[src/rtl/sbp_pkg.sv]
`timescale 1ns/1ps
package sbp_pkg;

    typedef enum logic [1:0] {
        PK_COLLECT = 2'd0,
        PK_PAD     = 2'd1,
        PK_STATUS  = 2'd2
    } pk_state_e;

    // bytes that may leave the packer in one cycle: leftover (<8) + one sample,
    // and never fewer than the two status bytes
    function automatic int bytes_per_cycle(input int smp_w);
        int n;
        n = (smp_w + 7) / 8;
        return (n < 2) ? 2 : n;
    endfunction

endpackage

[src/rtl/bit_packer.sv]
`timescale 1ns/1ps
module bit_packer
    import sbp_pkg::*;
#(
    parameter int SMP_W = 16,
    parameter int CNT_W = 4,
    parameter int NP    = bytes_per_cycle(SMP_W)
) (
    input  logic                          clk,
    input  logic                          rst_n,
    input  logic                          smp_valid,
    input  logic [SMP_W-1:0]              smp_data,
    input  logic [$clog2(SMP_W+1)-1:0]    cfg_width,
    input  logic [CNT_W-1:0]              cfg_count,
    input  logic                          cfg_gain_en,
    input  logic [7:0]                    stat_a,
    input  logic [7:0]                    stat_b,
    output logic [NP-1:0]                 push_en,
    output logic [NP-1:0][7:0]            push_byte
);
    localparam int WW  = $clog2(SMP_W + 1);
    localparam int AW0 = SMP_W + 7;
    localparam int AW  = (AW0 > 8 * NP) ? AW0 : 8 * NP;
    localparam int NBW = $clog2(AW + 1);

    typedef struct packed {
        pk_state_e        st;
        logic [AW-1:0]    acc;
        logic [NBW-1:0]   nb;
        logic [CNT_W-1:0] cnt;
    } pk_reg_t;

    pk_reg_t q, d;

    logic [7:0]    wid;
    logic [AW-1:0] mask;
    logic [AW-1:0] comb;
    logic [7:0]    tot_w;
    logic [7:0]    nfull;

    always_comb begin
        d         = q;
        push_en   = '0;
        push_byte = '0;
        wid       = ((cfg_width == '0) || (cfg_width > WW'(SMP_W))) ? 8'(SMP_W) : 8'(cfg_width);
        mask      = {AW{1'b1}} >> (AW - int'(wid));
        comb      = q.acc | ((AW'(smp_data) & mask) << q.nb);
        tot_w     = 8'(q.nb) + wid;
        nfull     = tot_w >> 3;
        unique case (q.st)
            PK_COLLECT: begin
                if (smp_valid) begin
                    for (int k = 0; k < NP; k++) begin
                        if (int'(tot_w) >= 8 * (k + 1)) begin
                            push_en[k]   = 1'b1;
                            push_byte[k] = comb[8*k +: 8];
                        end
                    end
                    d.acc = comb >> (nfull * 8);
                    d.nb  = NBW'(tot_w - (nfull << 3));
                    if (q.cnt == cfg_count) begin
                        d.cnt = '0;
                        d.st  = PK_PAD;
                    end else begin
                        d.cnt = q.cnt + 1'b1;
                    end
                end
            end
            PK_PAD: begin
                if (q.nb != '0) begin
                    push_en[0]   = 1'b1;
                    push_byte[0] = q.acc[7:0];
                end
                d.acc = '0;
                d.nb  = '0;
                d.st  = cfg_gain_en ? PK_STATUS : PK_COLLECT;
            end
            PK_STATUS: begin
                push_en[0]   = 1'b1;
                push_byte[0] = stat_a;
                push_en[1]   = 1'b1;
                push_byte[1] = stat_b;
                d.st         = PK_COLLECT;
            end
            default: d.st = PK_COLLECT;
        endcase
    end

    always_ff @(posedge clk or negedge rst_n) begin
        if (!rst_n) begin
            q <= '{st: PK_COLLECT, acc: '0, nb: '0, cnt: '0};
        end else begin
            q <= d;
        end
    end

endmodule

[src/rtl/byte_fifo.sv]
`timescale 1ns/1ps
module byte_fifo #(
    parameter int DEPTH = 32,
    parameter int NP    = 2
) (
    input  logic                        clk,
    input  logic                        rst_n,
    input  logic [NP-1:0]               push_en,
    input  logic [NP-1:0][7:0]          push_byte,
    input  logic                        rd_strobe,
    input  logic                        err_clear,
    output logic [7:0]                  rd_data,
    output logic [$clog2(DEPTH+1)-1:0]  level,
    output logic                        ovf,
    output logic                        unf
);
    localparam int PW = (DEPTH > 1) ? $clog2(DEPTH) : 1;
    localparam int LW = $clog2(DEPTH + 1);

    typedef struct packed {
        logic [PW-1:0] wptr;
        logic [PW-1:0] rptr;
        logic [LW-1:0] lvl;
        logic          ovf;
        logic          unf;
        logic [7:0]    rdata;
    } ff_reg_t;

    ff_reg_t q, d;

    logic [7:0]            mem [DEPTH];
    logic [NP-1:0]         wen;
    logic [NP-1:0][PW-1:0] waddr;

    function automatic logic [PW-1:0] ptr_inc(input logic [PW-1:0] p);
        return (p == PW'(DEPTH - 1)) ? '0 : p + 1'b1;
    endfunction

    always_comb begin
        d     = q;
        wen   = '0;
        waddr = '0;
        if (rd_strobe) begin
            if (q.lvl != '0) begin
                d.rdata = mem[q.rptr];
                d.rptr  = ptr_inc(q.rptr);
                d.lvl   = q.lvl - 1'b1;
            end else begin
                d.rdata = 8'h00;
                d.unf   = 1'b1;
            end
        end
        for (int k = 0; k < NP; k++) begin
            if (push_en[k]) begin
                if (d.lvl < LW'(DEPTH)) begin
                    wen[k]   = 1'b1;
                    waddr[k] = d.wptr;
                    d.wptr   = ptr_inc(d.wptr);
                    d.lvl    = d.lvl + 1'b1;
                end else begin
                    d.ovf = 1'b1;
                end
            end
        end
        if (err_clear) begin
            d.ovf = 1'b0;
            d.unf = 1'b0;
        end
    end

    always_ff @(posedge clk or negedge rst_n) begin
        if (!rst_n) begin
            q <= '0;
        end else begin
            q <= d;
        end
    end

    always_ff @(posedge clk) begin
        for (int k = 0; k < NP; k++) begin
            if (wen[k]) begin
                mem[waddr[k]] <= push_byte[k];
            end
        end
    end

    assign rd_data = q.rdata;
    assign level   = q.lvl;
    assign ovf     = q.ovf;
    assign unf     = q.unf;

endmodule

[src/rtl/sample_byte_packer.sv]
`timescale 1ns/1ps
module sample_byte_packer
    import sbp_pkg::*;
#(
    parameter int SMP_W = 16,
    parameter int CNT_W = 4,
    parameter int DEPTH = 32
) (
    input  logic                          clk,
    input  logic                          rst_n,
    input  logic                          smp_valid,
    input  logic [SMP_W-1:0]              smp_data,
    input  logic [$clog2(SMP_W+1)-1:0]    cfg_width,
    input  logic [CNT_W-1:0]              cfg_count,
    input  logic                          cfg_gain_en,
    input  logic [7:0]                    stat_a,
    input  logic [7:0]                    stat_b,
    input  logic                          rd_strobe,
    input  logic                          err_clear,
    output logic [7:0]                    rd_data,
    output logic [$clog2(DEPTH+1)-1:0]    fill_level,
    output logic                          ovf_flag,
    output logic                          unf_flag
);
    localparam int NP = bytes_per_cycle(SMP_W);

    logic [NP-1:0]      push_en;
    logic [NP-1:0][7:0] push_byte;

    bit_packer #(
        .SMP_W (SMP_W),
        .CNT_W (CNT_W),
        .NP    (NP)
    ) packer_i (
        .clk         (clk),
        .rst_n       (rst_n),
        .smp_valid   (smp_valid),
        .smp_data    (smp_data),
        .cfg_width   (cfg_width),
        .cfg_count   (cfg_count),
        .cfg_gain_en (cfg_gain_en),
        .stat_a      (stat_a),
        .stat_b      (stat_b),
        .push_en     (push_en),
        .push_byte   (push_byte)
    );

    byte_fifo #(
        .DEPTH (DEPTH),
        .NP    (NP)
    ) fifo_i (
        .clk       (clk),
        .rst_n     (rst_n),
        .push_en   (push_en),
        .push_byte (push_byte),
        .rd_strobe (rd_strobe),
        .err_clear (err_clear),
        .rd_data   (rd_data),
        .level     (fill_level),
        .ovf       (ovf_flag),
        .unf       (unf_flag)
    );

endmodule

[config.mk]
export PLATFORM = sky130hd
export DESIGN_NAME = sample_byte_packer
export DESIGN_NICKNAME = d
export VERILOG_FILES = /design/src/rtl/sbp_pkg.sv /design/src/rtl/bit_packer.sv /design/src/rtl/byte_fifo.sv /design/src/rtl/sample_byte_packer.sv
export SDC_FILE = /design/constraint.sdc
export NUM_CORES = 1
export LEC_CHECK = 0
export BUFFER_PORTS_ARGS = -buffer_cell sky130_fd_sc_hd__buf_2
export CORE_MARGIN = 4
export CORE_UTILIZATION = 39
export CTS_BUF_LIST = sky130_fd_sc_hd__clkbuf_4
export CTS_CLUSTER_DIAMETER = 30
export CTS_CLUSTER_SIZE = 12
export DETAILED_ROUTE_END_ITERATION = 8
export GPL_ROUTABILITY_DRIVEN = 1
export GPL_TIMING_DRIVEN = 0
export PLACE_DENSITY_LB_ADDON = 0.3
export SLEW_MARGIN = 20
export SYNTH_ARGS = -nofsm -noshare
export SYNTH_HDL_FRONTEND = slang
export SYNTH_SLANG_ARGS = --single-unit
[constraint.sdc]
create_clock -name clk -period 4.34 [get_ports clk]
set_clock_uncertainty 0.15 [all_clocks]
set_input_delay 1.085 -clock clk [delete_from_list [all_inputs] [get_ports clk]]
set_output_delay 1.085 -clock clk [all_outputs]
set_load 0.05 [all_outputs]
==> Yosys cells after proc, flatten, opt, wreduce, memory -nomap -nowiden <==
Memory sizes are Yosys's and may differ from the RTL's.
Cells that the tools add are included.
{ "word_totals": {"mem_count": 1, "latch_bits": 0, "romBits": 0, "ram_bits": 256, "word_cells": 102, "output_inout_bits": 16, "in_bits": 47, "ff_bits": 60} }
{ "memory_table": {"columns": ["memory", "words", "width", "read_ports", "rd_ports_with_merged_regs", "wr", "line", "rtl"], "rows": [
  ["fifo_i.mem", 32, 8, 1, 0, 2, "byte_fifo.sv:31", "logic [7:0] mem [DEPTH];"]
]} }
{ "op_classes": {"reduce_logical": 12, "order_cmp": 5, "n_eq_ne": 9, "mul": 0, "div_mod_pow": 0, "bitwise_logic": 2, "n_addsub": 10, "shifts": 3, "mux": 50} }
{ "ops": {"columns": ["op", "count"], "rows": [
  ["5-bit 2-to-1 mux", 12],
  ["28-bit case mux with 2 select lines", 1],
  ["34-bit 2-to-1 mux", 1],
  ["8-bit 2-to-1 mux", 4],
  ["23-bit by 32-bit >> shifter with 23-bit output (first input constant)", 1],
  ["6-bit 2-to-1 mux", 4],
  ["8-bit case mux with 3 select lines", 1],
  ["16-bit by 23-bit AND with 23-bit output", 1],
  ["23-bit OR", 1],
  ["23-bit by 5-bit left shift with 23-bit output", 1],
  ["23-bit by 8-bit >> shifter with 23-bit output", 1],
  ["16-bit 2-to-1 mux", 1],
  ["8-bit case mux with 2 select lines", 1],
  ["5-bit by 1-bit adder with 5-bit output (second input constant)", 3],
  ["5-bit equality test (second input constant)", 3],
  ["1-bit 2-to-1 mux", 14],
  ["7-bit 2-to-1 mux", 2],
  ["6-bit by 1-bit adder with 6-bit output (second input constant)", 2],
  ["6-bit less-than comparator (second input constant)", 2],
  ["2-bit AND reduction", 5],
  ["9-bit 2-to-1 mux", 1],
  ["5-bit by 8-bit subtractor with 9-bit output (first input constant)", 1],
  ["8-bit by 4-bit >= comparator with 1-bit output (second input constant)", 1],
  ["8-bit by 5-bit >= comparator with 1-bit output (second input constant)", 1],
  ["21 further kinds", 26]
]} }

==> Depth between registers and ports, before layout <==
{ "depth": {"depth_word": 14, "ltp_mapped": 18, "ltp_nobuf": 15} }

==> Hierarchy <==
Synthesis repeated with hierarchy kept, for this count alone.
{ "hier_totals": {"hier_cells": 1487, "hier_area_um2": 18903.1} }
{ "modules_own_cells": {"columns": ["module", "seq_area_each_um2", "cells_per_inst", "area_each_um2", "instances"], "rows": [
  ["byte_fifo", 8338.0, 1036, 15517.4, 1],
  ["bit_packer", 800.8, 451, 3385.7, 1]
]} }

==> Worst setup path after synthesis <==
No wires, ideal clock.
{ "synth_timing": {"kind": "in2reg", "start": "input port cfg_width[2]", "end": "memory fifo_i.mem[2][0], enable pin", "arrival_ns": 5.073, "setup_time_ns": 0.384, "path_buffers": 3, "setup_slack_ns": -1.267, "path_stages": 16, "required_time_ns": 3.806, "cell_sequence": "clkbuf_1 or4_1 ha_1 nand2b_1 inv_1 fa_1 a21oi_1 o21a_1 o221a_2 nor2_8 buf_4 a22oi_2 nand4_4 nand2b_1 buf_2 o21ai_0"} }
{ "synth_rtl": {"columns": ["element", "line", "rtl"], "rows": [
  ["start, declared", "sample_byte_packer.sv:13", "input logic [$clog2(SMP_W+1)-1:0] cfg_width,"],
  ["end, declared", "byte_fifo.sv:31", null]
]} }

==> impl_metrics.toml <==
[global_route]
antenna_found_initial = 3
gr-usage-all-layers_pct = 22.82
first_global_vias = 13970
busiest_layer = "met2"
grt_max_degree = 46
grt_pass1_wl_um = 87190
grtUsageMet1_pct = 30.23
met2_usage_pct = 38.36
grt_overflow = 0
use_met3_pct = 3.955

[pwr]
power_density_nw_per_um2 = 592.9
power.switching_mw = 5.841
clkPwrFrac_pct = 22.8
p_leak_nw = 9.782
power_mw = 14.37
seqPwrFrac_pct = 28.5
intPower_mw = 8.525
swShare_pct = 40.66
comb_power_share_pct = 48.7
ir_drop_mv = 0.3791

[yosys]
synth-edff-count = 256
yosysWarnings = 0
synth.distinct_cells = 92
ys_ff_latch = 314
syn-num-nets = 1455
syn-cell-area_um2 = 18250
postSynthAreaPerCell_um2 = 13.12
syn_inst = 1391
async_flop_share_pct = 18.47
ys.flop_type = "edfxtp_1"
seq_area_frac_synth_pct = 50.08

[critical_path]
crit_type = "input pin to flip-flop"
crit_fanout = 8
r2r_end = "fifo_i.level[4]"
r2r-start = "fifo_i.level[0]"
r2r_slack_ps = 460
crit_top_cell = "buf_6"
critPathSlowestCell = "or4_4"
ff2ff_path_depth = 14
cpPeakStageDelay_ps = 540
worstPathArrival_ps = 4670
required_ps = 4600
end_kind = "flip-flop"
cp_cell_sequence = "buf_12 -> or4_4 -> ha_4 -> nand2b_4 -> inv_6 -> fa_2 -> a21oi_4 -> o21a_4 -> buf_6 -> o221a_4 -> nor2_8 -> mux2i_4 -> buf_12 -> nor4_4 -> buf_6 -> buf_6 -> nand2_8 -> o21ai_4"
crit_path_start_kind = "input pin"

[layout]
drive_above_1_share_pct = 39.66
final_area_um2 = 24230
finalNonFillerCells = 2354
final_common_cell = "mux2i_1"
fillers = 3805
final_nets = 1751
syn_to_final_growth_pct = 32.78
mostFrequentLayoutCells = "mux2i_1, edfxtp_1, clkbuf_4"

[status]
violations = "setup timing"
status = "finished with violations"

[sta]
finalCritPeriodShare_pct = 101.5
hold_viol_final = 0
worst_slew_pin_slew_ps = 1120
fin_ws_ps = -63.08
maxSlewHeadroom_pct = 24.80
setup_viol = 80
clock.fmax_mhz = 227.1
rsz0062_at_grt = "yes"
fin_crit_ps = 4403
report.final.slew_viol_count = 0

[placement]
place_worst_setup_slack_ps = -1920
place_area_um2 = 19980
place_inst = 2055
io_buffers = 61
place_congestion = 0.9058
dp_hpwl_um = 39710

[clock_tree]
htreeDepth = 3
max-clock-path-buffers = 3
clock_latency_ps = 810
clk_pin_slew_worst_paths_ps = 60
cts_tree = "built"
clockRootBuffer = "clkbuf_4"
clock-sinks = 314
cts_buffers = 81

[routing]
drtPass1Iterations = 5
initialDrtViolationCount = 1208
avgViaCountPerCell = 5.867
wirelength_um = 59270
drcViolationCount = 0
vias = 13810
wl_per_cell_um = 25.18
ant_nets = 0

[run]
drv_cap = 0

[floorplanning]
pin_count = 63
start_util_pct = 39.87
die_w_um = 224.3
die_h_um = 224.3
die_area_um2 = 50310
core_um2 = 45770
row_count = 78

[min_path]
worst_hold_path_type = "input pin to flip-flop"
min_from = "err_clear"
holdPathEnd = "fifo_i.ovf"
hold_depth = 2
[critical path, delay by kind of cell]
kind / cells / cell delay (ps)
AOI/OAI and AO/OA: 4 / 800
and+or+nand+nor: 5 / 1120
muxes: 1 / 200
adders and majority gates: 2 / 690
buffers and inverters: 6 / 740
[kinds of logic after synthesis]
group           Yosys count  share of synthesized area [%]
buf+inv                 161                          3.764
fa+ha+maj                17                          1.207
mux                     357                          25.16
compound gates          255                          9.572
flops                   314                          50.08
simple gates            271                          9.442
xor+xnor                 16                         0.7680
[area by class of cell]
type                       count  area (um2)  share of cell area [%]
timing repair buffer         215        2321                   9.579
antenna                        4       10.01                 0.04131
tap                          600       750.7                   3.098
multi-input combinational    921        9676                   39.93
buffer                       125       900.9                   3.718
clock inverter                48       579.3                   2.391
sequential                   314        9139                   37.72
clock buffer                  98       735.7                   3.036
inverter                      29       117.6                  0.4854
[power by group through the flow]
stage                     sequential (mW)  clock [mW]  combinational [mW]
after floorplan                      4.08           0                4.19
after global placement               4.14           0                5.76
after detailed placement             4.15           0                5.86
after CTS                            4.09        3.32                6.54
after global routing                 4.13        3.50                7.44
final                                4.10        3.28                6.99
[metrics by stage]
step	hold slack, ps	utilization (%)	setup TNS (ps)
3_3_place_gp	312.3	43.57	-832290
5_1_grt	273.6	52.93	-8455
2_1_floorplan	291.3	-	-317020
4_1_cts	253.8	50.52	-1945
3_5_place_dp	316.0	43.66	-845870
6_report	317.3	52.94	-1588
[metal layers]
metal,vias to the layer above,part of all wire [%]
met2,574,50
met1,7002,40
li1,6100,-
met3,136,6.6
met4,0,3.4
met5,-,0
[how the worst max path moves through the flow]
stage          cells after the start                end  slack [ps]    startpoint
2_1_floorplan                     14  fifo_i.mem[10][0]        -780  cfg_width[1]
3_3_place_gp                      17   fifo_i.mem[2][4]       -2010  cfg_width[1]
3_5_place_dp                      19  fifo_i.mem[11][4]       -1920  cfg_width[1]
4_1_cts                           18   fifo_i.mem[4][7]         -50  cfg_width[1]
5_1_grt                           16   fifo_i.mem[1][5]        -110  cfg_width[0]
6_report                          18  fifo_i.mem[29][3]         -60  cfg_width[0]
[state kept, by name (all words and copies together) (netlist names)]
register	flops
fifo_i.level	6
fifo_i.mem	256
fifo_i.ovf	1
fifo_i.q	10
fifo_i.rd_data	8
fifo_i.unf	1
packer_i.q	32
[cell usage after synthesis (all sizes together), types with 5 or more instances]
library cell | instances | share of area (%)
nor2 | 67 | 2.1
a2bb2oi | 7 | 0.34
dfrtp | 58 | 8.0
nor2b | 5 | 0.17
o22ai | 23 | 0.82
o2111ai | 8 | 0.38
inv | 28 | 0.58
o21ai | 67 | 1.9
or2 | 9 | 0.31
buf | 43 | 1.3
nor3 | 22 | 0.63
xor2 | 8 | 0.38
and3 | 11 | 0.38
o311ai | 6 | 0.29
nand2 | 78 | 2.3
o211ai | 6 | 0.25
a22o | 10 | 0.48
a21oi | 43 | 1.2
o21a | 7 | 0.29
a21boi | 5 | 0.21
mux4 | 80 | 9.9
or3 | 6 | 0.21
mux2i | 273 | 15
nor4b | 5 | 0.32
a31oi | 8 | 0.27
ha | 16 | 1.1
and2 | 10 | 0.34
a32oi | 5 | 0.28
o31ai | 5 | 0.21
nand2b | 16 | 0.59
clkbuf | 89 | 1.8
nand3 | 15 | 0.41
a21o | 5 | 0.21
a22oi | 8 | 0.36
edfxtp | 256 | 42
xnor2 | 8 | 0.38
nor4 | 7 | 0.57
[what timing repair did]
item,in CTS,in global routing
endpoints found under the hold margin,13,0
endpoints found under the setup margin,518,514
hold buffers,1,0
gates cloned,0,5
setup buffers,88,62
pin swaps,58,54
gates resized for setup,148,147
Power figures use the tool's default switching activity.
